`config.mk`:
```
export PLATFORM = sky130hd
export DESIGN_NAME = rx_dest_filter
export DESIGN_NICKNAME = d
export VERILOG_FILES = /design/src/rtl/rx_filter_pkg.sv /design/src/rtl/rx_hash_crc.sv /design/src/rtl/rx_hash_lookup.sv /design/src/rtl/rx_station_match.sv /design/src/rtl/rx_filter_decide.sv /design/src/rtl/rx_dest_filter.sv
export SDC_FILE = /design/constraint.sdc
export NUM_CORES = 1
export LEC_CHECK = 0
export ABC_CLOCK_PERIOD_IN_PS = 5700
export BUFFER_PORTS_ARGS = -buffer_cell sky130_fd_sc_hd__buf_2
export CORE_MARGIN = 2
export CORE_UTILIZATION = 57
export DETAILED_ROUTE_END_ITERATION = 6
export GPL_TIMING_DRIVEN = 0
export PLACE_DENSITY_LB_ADDON = 0.25
export SKIP_CTS_REPAIR_TIMING = 1
export SYNTH_ARGS = -nofsm -noshare
export SYNTH_HDL_FRONTEND = slang
export SYNTH_SLANG_ARGS = --single-unit
```
`constraint.sdc`:
```
create_clock -name clk -period 5.7 [get_ports clk]
set_input_delay 0.285 -clock clk [delete_from_list [all_inputs] [get_ports clk]]
set_output_delay 0.285 -clock clk [all_outputs]
set_load 0.1 [all_outputs]
```
`src/rtl/rx_filter_pkg.sv`:
```
// Package: shared constants, classification type and the CRC byte step
// used by the receive destination address filter.
package rx_filter_pkg;

    localparam int unsigned CRC_W    = 32;
    localparam logic [CRC_W-1:0] CRC_POLY = 32'h04C11DB7;
    localparam logic [CRC_W-1:0] CRC_SEED = 32'hFFFF_FFFF;

    // Which rule decided the address.
    typedef enum logic [1:0] {
        CLS_SHORT = 2'd0,
        CLS_BCAST = 2'd1,
        CLS_HASH  = 2'd2,
        CLS_UCAST = 2'd3
    } addr_class_e;

    // Result pair carried to the output stage.
    typedef struct packed {
        logic accept;
        logic miss;
    } verdict_t;

    // Advance the CRC register by one byte, least significant bit first.
    function automatic logic [CRC_W-1:0] crc_step_byte(
        input logic [CRC_W-1:0] crc_in,
        input logic [7:0]       data
    );
        logic [CRC_W-1:0] c;
        logic             fb;
        c = crc_in;
        for (int b = 0; b < 8; b++) begin
            fb = c[CRC_W-1] ^ data[b];
            c  = {c[CRC_W-2:0], 1'b0};
            if (fb) begin
                c = c ^ CRC_POLY;
            end
        end
        return c;
    endfunction

endpackage

```
`src/rtl/rx_hash_crc.sv`:
```
// Module: rx_hash_crc
// Computes the CRC over the destination bytes and returns its top
// IDX_W bits as the hash table index.
// Assumes byte 0 sits in the lowest byte lane and is the first byte
// fed into the CRC. Purely combinational.
module rx_hash_crc
    import rx_filter_pkg::*;
#(
    parameter int unsigned ADDR_BYTES = 6,
    parameter int unsigned IDX_W      = 6
) (
    input  logic [8*ADDR_BYTES-1:0] dest,
    output logic [IDX_W-1:0]        idx
);

    logic [CRC_W-1:0] chain [0:ADDR_BYTES];

    assign chain[0] = CRC_SEED;

    // One CRC byte step per address byte, chained in wire order.
    for (genvar g = 0; g < ADDR_BYTES; g++) begin : g_byte
        assign chain[g+1] = crc_step_byte(chain[g], dest[8*g +: 8]);
    end

    // Index is taken from the most significant CRC bits.
    assign idx = chain[ADDR_BYTES][CRC_W-1 -: IDX_W];

endmodule

```
`src/rtl/rx_hash_lookup.sv`:
```
// Module: rx_hash_lookup
// Selects one bit of the hash table built from two words. Low indices
// address the low word; the rest address the high word.
// Assumes 2*WORD_W equals 2**IDX_W. Purely combinational.
module rx_hash_lookup #(
    parameter int unsigned IDX_W  = 6,
    parameter int unsigned WORD_W = 32
) (
    input  logic [WORD_W-1:0] table_lo,
    input  logic [WORD_W-1:0] table_hi,
    input  logic [IDX_W-1:0]  idx,
    output logic              hit
);

    localparam int unsigned TABLE_BITS = 2 * WORD_W;
    localparam int unsigned SEL_W      = $clog2(WORD_W);

    logic             word_sel;
    logic [SEL_W-1:0] bit_sel;

    // Split the index into word select and bit position.
    always_comb begin
        word_sel = idx[IDX_W-1];
        bit_sel  = idx[SEL_W-1:0];
    end

    // Read the addressed table bit.
    always_comb begin
        hit = word_sel ? table_hi[bit_sel] : table_lo[bit_sel];
    end

    initial begin
        if (TABLE_BITS != (1 << IDX_W)) begin
            $display("rx_hash_lookup: table size does not match index width");
        end
    end

endmodule

```
`src/rtl/rx_station_match.sv`:
```
// Module: rx_station_match
// Exact comparison of the destination with the programmed station
// address. Station byte 0 is the top byte of station_hi. Later bytes
// follow towards station_lo bit 0.
// Assumes ADDR_BYTES > 4 so that station_lo holds four bytes.
// Purely combinational.
module rx_station_match #(
    parameter int unsigned ADDR_BYTES = 6
) (
    input  logic [8*ADDR_BYTES-1:0]  dest,
    input  logic [8*ADDR_BYTES-33:0] station_hi,
    input  logic [31:0]              station_lo,
    output logic                     hit
);

    localparam int unsigned ADDR_W = 8 * ADDR_BYTES;

    logic [ADDR_W-1:0]     station;
    logic [ADDR_BYTES-1:0] byte_eq;

    // Join the two registers with byte 0 at the top.
    assign station = {station_hi, station_lo};

    // Per-byte equality, byte i against station byte i from the top.
    for (genvar i = 0; i < ADDR_BYTES; i++) begin : g_cmp
        assign byte_eq[i] = (dest[8*i +: 8] == station[ADDR_W-1-8*i -: 8]);
    end

    // All bytes must agree.
    assign hit = &byte_eq;

endmodule

```
`src/rtl/rx_filter_decide.sv`:
```
// Module: rx_filter_decide
// Picks the rule that applies to the address and forms the verdict.
// Priority: short frame, broadcast, hash (group bit or hash_all), unicast.
// Promiscuous mode forces accept and leaves miss untouched.
// Purely combinational.
module rx_filter_decide
    import rx_filter_pkg::*;
#(
    parameter int unsigned ADDR_BYTES = 6
) (
    input  logic [8*ADDR_BYTES-1:0] dest,
    input  logic                    short_frame,
    input  logic                    hash_hit,
    input  logic                    station_hit,
    input  logic                    bcast_reject,
    input  logic                    hash_all,
    input  logic                    promisc,
    output addr_class_e             cls,
    output verdict_t                verdict
);

    logic is_bcast;
    logic is_group;
    logic missed;

    // Address shape.
    always_comb begin
        is_bcast = &dest;
        is_group = dest[0];
    end

    // Choose the deciding rule by priority.
    always_comb begin
        if (short_frame) begin
            cls = CLS_SHORT;
        end else if (is_bcast) begin
            cls = CLS_BCAST;
        end else if (is_group || hash_all) begin
            cls = CLS_HASH;
        end else begin
            cls = CLS_UCAST;
        end
    end

    // Miss result of the chosen rule.
    always_comb begin
        unique case (cls)
            CLS_SHORT: missed = 1'b1;
            CLS_BCAST: missed = bcast_reject;
            CLS_HASH:  missed = ~hash_hit;
            CLS_UCAST: missed = ~station_hit;
            default:   missed = 1'b1;
        endcase
    end

    // Final verdict with promiscuous override.
    always_comb begin
        verdict.miss   = missed;
        verdict.accept = ~missed | promisc;
    end

endmodule

```
`src/rtl/rx_dest_filter.sv`:
```
// Module: rx_dest_filter (top)
// Receive destination address filter. Stage 1 captures the address and
// all settings on addr_valid. Stage 2 evaluates the CRC hash, station
// compare and rule priority, and registers the verdict. The verdict is
// held until the next one. Synchronous active-low reset.
module rx_dest_filter
    import rx_filter_pkg::*;
#(
    parameter int unsigned ADDR_BYTES = 6,
    parameter int unsigned IDX_W      = 6,
    parameter int unsigned WORD_W     = 32
) (
    input  logic                     clk,
    input  logic                     rst_n,
    input  logic                     addr_valid,
    input  logic [8*ADDR_BYTES-1:0]  dest_addr,
    input  logic                     short_frame,
    input  logic [8*ADDR_BYTES-33:0] station_hi,
    input  logic [31:0]              station_lo,
    input  logic [WORD_W-1:0]        hash_lo,
    input  logic [WORD_W-1:0]        hash_hi,
    input  logic                     bcast_reject,
    input  logic                     hash_all,
    input  logic                     promisc,
    output logic                     dec_valid,
    output logic                     accept,
    output logic                     miss
);

    localparam int unsigned ADDR_W = 8 * ADDR_BYTES;
    localparam int unsigned STHI_W = ADDR_W - 32;

    // Stage 1 captured state.
    logic              s1_valid;
    logic [ADDR_W-1:0] s1_dest;
    logic              s1_short;
    logic [STHI_W-1:0] s1_st_hi;
    logic [31:0]       s1_st_lo;
    logic [WORD_W-1:0] s1_hash_lo;
    logic [WORD_W-1:0] s1_hash_hi;
    logic              s1_brej;
    logic              s1_hall;
    logic              s1_prom;

    // Stage 2 evaluation signals.
    logic [IDX_W-1:0]  hash_idx;
    logic              hash_hit;
    logic              station_hit;
    addr_class_e       cls;
    verdict_t          verdict;

    // Stage 1: track the strobe.
    always_ff @(posedge clk) begin
        if (!rst_n) begin
            s1_valid <= 1'b0;
        end else begin
            s1_valid <= addr_valid;
        end
    end

    // Stage 1: capture the address and settings on the strobe.
    always_ff @(posedge clk) begin
        if (!rst_n) begin
            s1_dest    <= '0;
            s1_short   <= 1'b0;
            s1_st_hi   <= '0;
            s1_st_lo   <= '0;
            s1_hash_lo <= '0;
            s1_hash_hi <= '0;
            s1_brej    <= 1'b0;
            s1_hall    <= 1'b0;
            s1_prom    <= 1'b0;
        end else if (addr_valid) begin
            s1_dest    <= dest_addr;
            s1_short   <= short_frame;
            s1_st_hi   <= station_hi;
            s1_st_lo   <= station_lo;
            s1_hash_lo <= hash_lo;
            s1_hash_hi <= hash_hi;
            s1_brej    <= bcast_reject;
            s1_hall    <= hash_all;
            s1_prom    <= promisc;
        end
    end

    rx_hash_crc #(
        .ADDR_BYTES (ADDR_BYTES),
        .IDX_W      (IDX_W)
    ) u_crc (
        .dest (s1_dest),
        .idx  (hash_idx)
    );

    rx_hash_lookup #(
        .IDX_W  (IDX_W),
        .WORD_W (WORD_W)
    ) u_lookup (
        .table_lo (s1_hash_lo),
        .table_hi (s1_hash_hi),
        .idx      (hash_idx),
        .hit      (hash_hit)
    );

    rx_station_match #(
        .ADDR_BYTES (ADDR_BYTES)
    ) u_station (
        .dest       (s1_dest),
        .station_hi (s1_st_hi),
        .station_lo (s1_st_lo),
        .hit        (station_hit)
    );

    rx_filter_decide #(
        .ADDR_BYTES (ADDR_BYTES)
    ) u_decide (
        .dest         (s1_dest),
        .short_frame  (s1_short),
        .hash_hit     (hash_hit),
        .station_hit  (station_hit),
        .bcast_reject (s1_brej),
        .hash_all     (s1_hall),
        .promisc      (s1_prom),
        .cls          (cls),
        .verdict      (verdict)
    );

    // Stage 2: pulse dec_valid one cycle after capture.
    always_ff @(posedge clk) begin
        if (!rst_n) begin
            dec_valid <= 1'b0;
        end else begin
            dec_valid <= s1_valid;
        end
    end

    // Stage 2: register the verdict and hold it between strobes.
    always_ff @(posedge clk) begin
        if (!rst_n) begin
            accept <= 1'b0;
            miss   <= 1'b0;
        end else if (s1_valid) begin
            accept <= verdict.accept;
            miss   <= verdict.miss;
        end
    end

endmodule

```
==> flow_summary_export.csv, run 1 <==
group,metric,value,unit
status,status,"finished, final reports clean",
drt,ant_nets,0,
timing,finalWorstSetupSlack,0.371,ns
timing,fin_skew,0.00796,ns
clocking,cts_root_buf,"clkbuf_16",
setup_path,r2r_cells,13,
drt,drc,0,
timing,finalSetupViolCount,0,
setup_path,path_max_fanout,8,
timing,timing.setup.tns,0,ns
floorplanning,dieArea,18700,um2
global_routing,grtUsageTotal,27.9,%
global_routing,first_global_vias,7007,
setup_path,end_kind,"flip-flop",
floorplanning,fp.dieW,137,um
drt,vias_per_cell,5.35,
logic_synthesis,yosysSeqAreaShare,33.4,%
drt,vias,6978,
finish,drive_gt1_share,23.7,%
clocking,cts_buffer_depth,2,
logic_synthesis,async_reset_ff_share,0,%
setup_path,worst_ep_arrival_time,5.66,ns
finish,final_core_util,68.1,%
place,portBuffers,167,
timing,slew_viol_final,0,
setup_path,setup.worst_path.class,"flip-flop to flip-flop",
finish,final_cell_mix,"buf_2 (175), dfxtp_1 (168), mux2i_1 (166)",
timing,period_share,93.5,%
floorplanning,die_h,137,um
timing,maxSlewHeadroom,47.1,%
timing,fmax,188,MHz
clocking,clk_pin_slew,0.08,ns
floorplanning,ios,170,
flow_run,maxCapViolCount,0,
place,place_ws,0.376,ns
logic_synthesis,avgSynthCellArea,11.4,um2
finish,nNetsFinal,1235,
floorplanning,std_cell_rows,48,
floorplanning,initial_utilization,58.2,%
clocking,cts.sinks,168,
timing,hold_viol,0,
logic_synthesis,ys_types,46,
global_routing,antenna_found_initial,2,
floorplanning,core_region_area,17300,um2
drt,drtIter0Drc,571,
global_routing,gr-total-overflow,0,
logic_synthesis,syn_inst,879,
timing,grt_setup_unrepaired,"false",
finish,final_common_cell,"buf_2",
place,dp_hpwl,19200,um
setup_path,setup.worst_path.start_class,"flip-flop",
clocking,clock_latency,0.43,ns
worst_hold_path,min_path_type,"primary input to flip-flop",
worst_hold_path,hold_depth,3,
timing,hold_slack,0.105,ns
global_routing,grt_pass1_wl,38600,um
timing,worstMarginPinSlew,0.794,ns
drt,drtPass1Iterations,5,
drt,wl_per_cell,19.3,um
clocking,cts_buffers,17,
logic_synthesis,synth_ff_type,"dfxtp_1",
logic_synthesis,synth_edf_count,0,
logic_synthesis,syn_nets,1049,
clocking,cts.htree.levels,4,
setup_path,required,6.03,ns
logic_synthesis,ys_ff_latch,168,
logic_synthesis,syn-cell-area,10100,um2
place,routabilityCongestion,0.955,
clocking,cts_tree,"done",
global_routing,grt_max_degree,19,
logic_synthesis,ys.warnings.count,0,
finish,fillers,1357,
finish,area_growth,17.2,%
timing,fin_crit,5.33,ns
drt,wl,25200,um
critical path: stages, from the launching register on:
cell      delay [ns]
dfxtp_1         0.32
ha_1            0.27
clkbuf_1        0.41
xnor3_1         0.62
xnor3_1         0.43
xnor3_1         0.25
xnor2_1         0.43
xnor2_2         0.18
xnor2_4         0.44
mux4_1          0.65
mux4_2          0.51
o32ai_2         0.30
o41ai_2         0.17
o221a_1         0.23
flip-flops by register name, summed over array words and instances, names as in the netlist:
signal      flops
s1_dest        48
s1_hash_hi     32
s1_hash_lo     32
s1_st_lo       32
s1_st_hi       16
accept          1
dec_valid       1
miss            1
s1_brej         1
s1_hall         1
s1_prom         1
s1_short        1
s1_valid        1
per-layer routing:
layer / GRT usage [%] / vias up / wire length (um)
met4: 10.1 / 2 / 689
li1: - / 3360 / -
met5: 0 / - / 16
met1: 39.0 / 3328 / 11400
met2: 43.1 / 241 / 11500
met3: 5.59 / 47 / 1650
worst paths after layout:
kind / start / to / slack, ns
worst max-delay path: s1_dest[0] / accept / 0.37
worst min-delay path: dest_addr[6] / s1_dest[6] / 0.11
worst max register to register: s1_dest[0] / accept / 0.37
worst min register to register: miss / miss / 0.48
metrics by stage:
| stage | instances | cell area, um2 |
|---|---|---|
| floorplan | 879 | 10100 |
| global placement | 1271 | 11200 |
| detailed placement | 1271 | 11200 |
| CTS | 1303 | 11800 |
| global route | 1304 | 11800 |
| finish | 1305 | 11800 |
cells by family after synthesis:
kind of cell             after synthesis  synth area share [%]
XOR/XNOR                             219                  27.6
buffers and inverters                 71                  3.35
adder cells (fa/ha/maj)                3                 0.373
AO/OA/AOI/OAI                         17                  1.49
multiplexers                         185                  20.8
AND/OR/NAND/NOR                      216                  13.0
flip-flops                           168                  33.4
layout make-up:
| cell class | instances | area, um2 | area share, % |
|---|---|---|---|
| Buffer | 62 | 303 | 2.57 |
| Inverter | 9 | 33.8 | 0.287 |
| Multi-Input combinational cell | 640 | 6360 | 54.0 |
| Clock inverter | 15 | 180 | 1.53 |
| Timing Repair Buffer | 167 | 836 | 7.09 |
| Tap cell | 225 | 282 | 2.39 |
| Clock buffer | 17 | 425 | 3.61 |
| Sequential cell | 168 | 3360 | 28.5 |
| Antenna cell | 2 | 5.00 | 0.0425 |
synth_stat cells, types with 2 or more instances:
master	count	area share (%)
mux2_2	2	0.22
xnor2_1	112	9.8
nand2_1	12	0.45
clkbuf_1	31	1.2
xor2_2	2	0.32
nand3_1	6	0.30
xnor2_4	7	1.9
buf_1	12	0.45
xnor3_1	34	7.6
ha_1	3	0.37
nor2b_1	164	10
dfxtp_1	168	33
xnor2_2	11	1.8
nand4_1	17	1.1
o22ai_1	2	0.12
xor2_1	43	3.7
o21ai_0	2	0.10
xor2_4	2	0.55
mux4_2	7	1.6
xor3_1	3	0.71
nor2_1	2	0.075
mux2i_1	166	17
and2_1	4	0.25
buf_6	5	0.56
nor4_1	10	0.62
inv_1	9	0.34
buf_4	6	0.45
buf_2	8	0.40
mux4_1	9	2.4
xnor3_2	4	0.95
Power of run 1 is left out: the tool's default activity adds up to more than one toggle a clock period on the data nets, which glitch-free logic cannot reach.
==> inputs of run 2 (changes only) <==
--- a/config.mk
+++ b/config.mk
@@ -8,9 +8,9 @@
 export ABC_CLOCK_PERIOD_IN_PS = 5700
 export BUFFER_PORTS_ARGS = -buffer_cell sky130_fd_sc_hd__buf_2
 export CORE_MARGIN = 2
-export CORE_UTILIZATION = 57
+export CORE_UTILIZATION = 40
 export DETAILED_ROUTE_END_ITERATION = 6
-export GPL_TIMING_DRIVEN = 0
+export GPL_TIMING_DRIVEN = 1
 export PLACE_DENSITY_LB_ADDON = 0.25
 export SKIP_CTS_REPAIR_TIMING = 1
 export SYNTH_ARGS = -nofsm -noshare
==> run 2 against run 1 <==
Routed wire length rose by 5.1%. Highest routed layer is now met4. Register-to-register slack gained 0.29 ns. Largest cell class unchanged. Hold slack worse by 0.013 ns. First-iteration DRC count is 20% lower. Sequential share of layout area grew 0.11 points. Maximum frequency grew 5.8%. Critical endpoint unchanged.
==> flow_summary_export.csv, run 2 (synthesis results as in run 1) <==
group,metric,value,unit
global_routing,grtUsageTotal,20.8,%
timing,worstMarginPinSlew,1.00,ns
clocking,cts.htree.levels,4,
finish,final_common_cell,"dfxtp_1",
clocking,cts.sinks,168,
drt,vias,6631,
timing,finalSetupViolCount,0,
global_routing,grt_max_degree,104,
setup_path,setup.worst_path.start_class,"flip-flop",
finish,largest_reg_flops,48,
floorplanning,dieArea,26400,um2
setup_path,path_max_fanout,10,
drt,drc,0,
setup_path,path_buf_inv,1,
timing,fmax,199,MHz
setup_path,rr_endpoint,"accept",
timing,fin_crit,5.03,ns
setup_path,crit_slowest_cell,"mux4_1",
place,routabilityCongestion,0.895,
drt,vias_per_cell,4.85,
place,portBuffers,169,
clocking,cts_root_buf,"clkbuf_16",
setup_path,setup.worst_path.class,"flip-flop to flip-flop",
timing,slew_viol_final,0,
timing,fin_skew,0.0147,ns
floorplanning,fp.dieW,163,um
finish,final_cell_mix,"dfxtp_1 (168), buf_2 (167), mux2i_1 (166)",
timing,maxSlewHeadroom,33.0,%
setup_path,crit_top_cell,"xnor3_1",
floorplanning,initial_utilization,40.3,%
place,dp_hpwl,19900,um
floorplanning,core_region_area,25000,um2
setup_path,path_cells,"buf_4, ha_1, xor2_4, xnor3_1, xnor3_1, xnor3_1, xnor2_1, xnor2_2, xnor2_4, mux4_1, mux4_2, o32ai_2, o41ai_2, o221a_1",
floorplanning,die_h,163,um
clocking,clk_pin_slew,0.08,ns
setup_path,worst_ep_arrival_time,5.36,ns
setup_path,r2r_slack,0.67,ns
worst_hold_path,hold_depth,3,
finish,area_growth,16.7,%
status,status,"finished, final reports clean",
timing,timing.setup.tns,0,ns
setup_path,timing.rr.start,"s1_dest[3]",
drt,wl_per_cell,19.4,um
clocking,cts_buffer_depth,2,
worst_hold_path,hold_path_end,"s1_hash_lo[9]",
setup_path,required,6.03,ns
global_routing,first_global_vias,6680,
finish,regMostFlops,"s1_dest",
finish,nNetsFinal,1193,
flow_run,maxCapViolCount,0,
drt,wl,26500,um
global_routing,antenna_found_initial,1,
drt,ant_nets,0,
setup_path,critPathMaxStageDelay,0.62,ns
global_routing,gr-total-overflow,0,
worst_hold_path,min_from,"hash_lo[9]",
timing,period_share,88.3,%
global_routing,grt_pass1_wl,40600,um
floorplanning,ios,170,
drt,drtIter0Drc,456,
clocking,cts_buffers,17,
clocking,cts_tree,"done",
floorplanning,std_cell_rows,58,
finish,fillers,2390,
timing,grt_setup_unrepaired,"false",
setup_path,r2r_cells,14,
drt,drtPass1Iterations,5,
finish,drive_gt1_share,24.8,%
clocking,clock_latency,0.44,ns
setup_path,crit_family,"XOR/XNOR gates",
worst_hold_path,min_path_type,"primary input to flip-flop",
timing,hold_viol,0,
setup_path,end_kind,"flip-flop",
[run 2: cell types whose count changed in the layout (fill, tap and decap cells not counted), moves of 3 or more]
cell,delta
clkinv_8,-3
buf_4,+13
clkbuf_1,-31
buf_6,-5
buf_1,-12
buf_2,-8
[run 2: final cells by class]
| cell class | count | area, um2 | share of cell area (%) |
|---|---|---|---|
| diodes | 1 | 2.50 | 0.0213 |
| clock buffers | 17 | 425 | 3.62 |
| clock inverters | 15 | 154 | 1.31 |
| inverters | 9 | 33.8 | 0.288 |
| multi-input cells | 640 | 6360 | 54.2 |
| flip-flops and latches | 168 | 3360 | 28.6 |
| well taps | 330 | 413 | 3.52 |
| repair buffers | 187 | 992 | 8.45 |
[run 2: routing by layer]
layer,share of wire [%],wire [um],track usage [%],up-vias
met3,3.6,966,3.28,20
met1,49,13000,29.8,3193
met5,0,0,0,-
li1,-,-,-,3280
met2,46,12300,32.6,138
met4,1.1,285,5.71,0
[run 2: worst max path at each step]
stage | from | endpoint | slack, ns | depth (start not counted)
2_1_floorplan | s1_dest[0] | accept | 1.18 | 13
3_3_place_gp | s1_dest[3] | accept | 0.79 | 15
3_5_place_dp | s1_dest[3] | accept | 0.66 | 14
4_1_cts | s1_dest[3] | accept | 0.62 | 14
5_1_grt | s1_dest[3] | accept | 0.47 | 14
6_report | s1_dest[3] | accept | 0.67 | 14
[run 2: tightest hold or removal path, cell delays in order]
cell and delay, ns:
buf_2 0.08, mux2i_1 0.05, nor2b_1 0.09
[run 2: stage by stage]
stage / cells / util, % / area (um2) / worst slack (ns) / hold WS (ns)
finish: 1367 / 47.0 / 11700 / 0.666 / 0.0924
global placement: 1334 / 44.7 / 11200 / 0.791 / 0.461
global route: 1367 / 47.0 / 11700 / 0.467 / 0.0908
floorplan: 879 / - / 10100 / 1.18 / 0.454
CTS: 1366 / 47.0 / 11700 / 0.618 / 0.0761
detailed placement: 1334 / 44.7 / 11200 / 0.656 / 0.473
Power of run 2 is left out for the same reason.
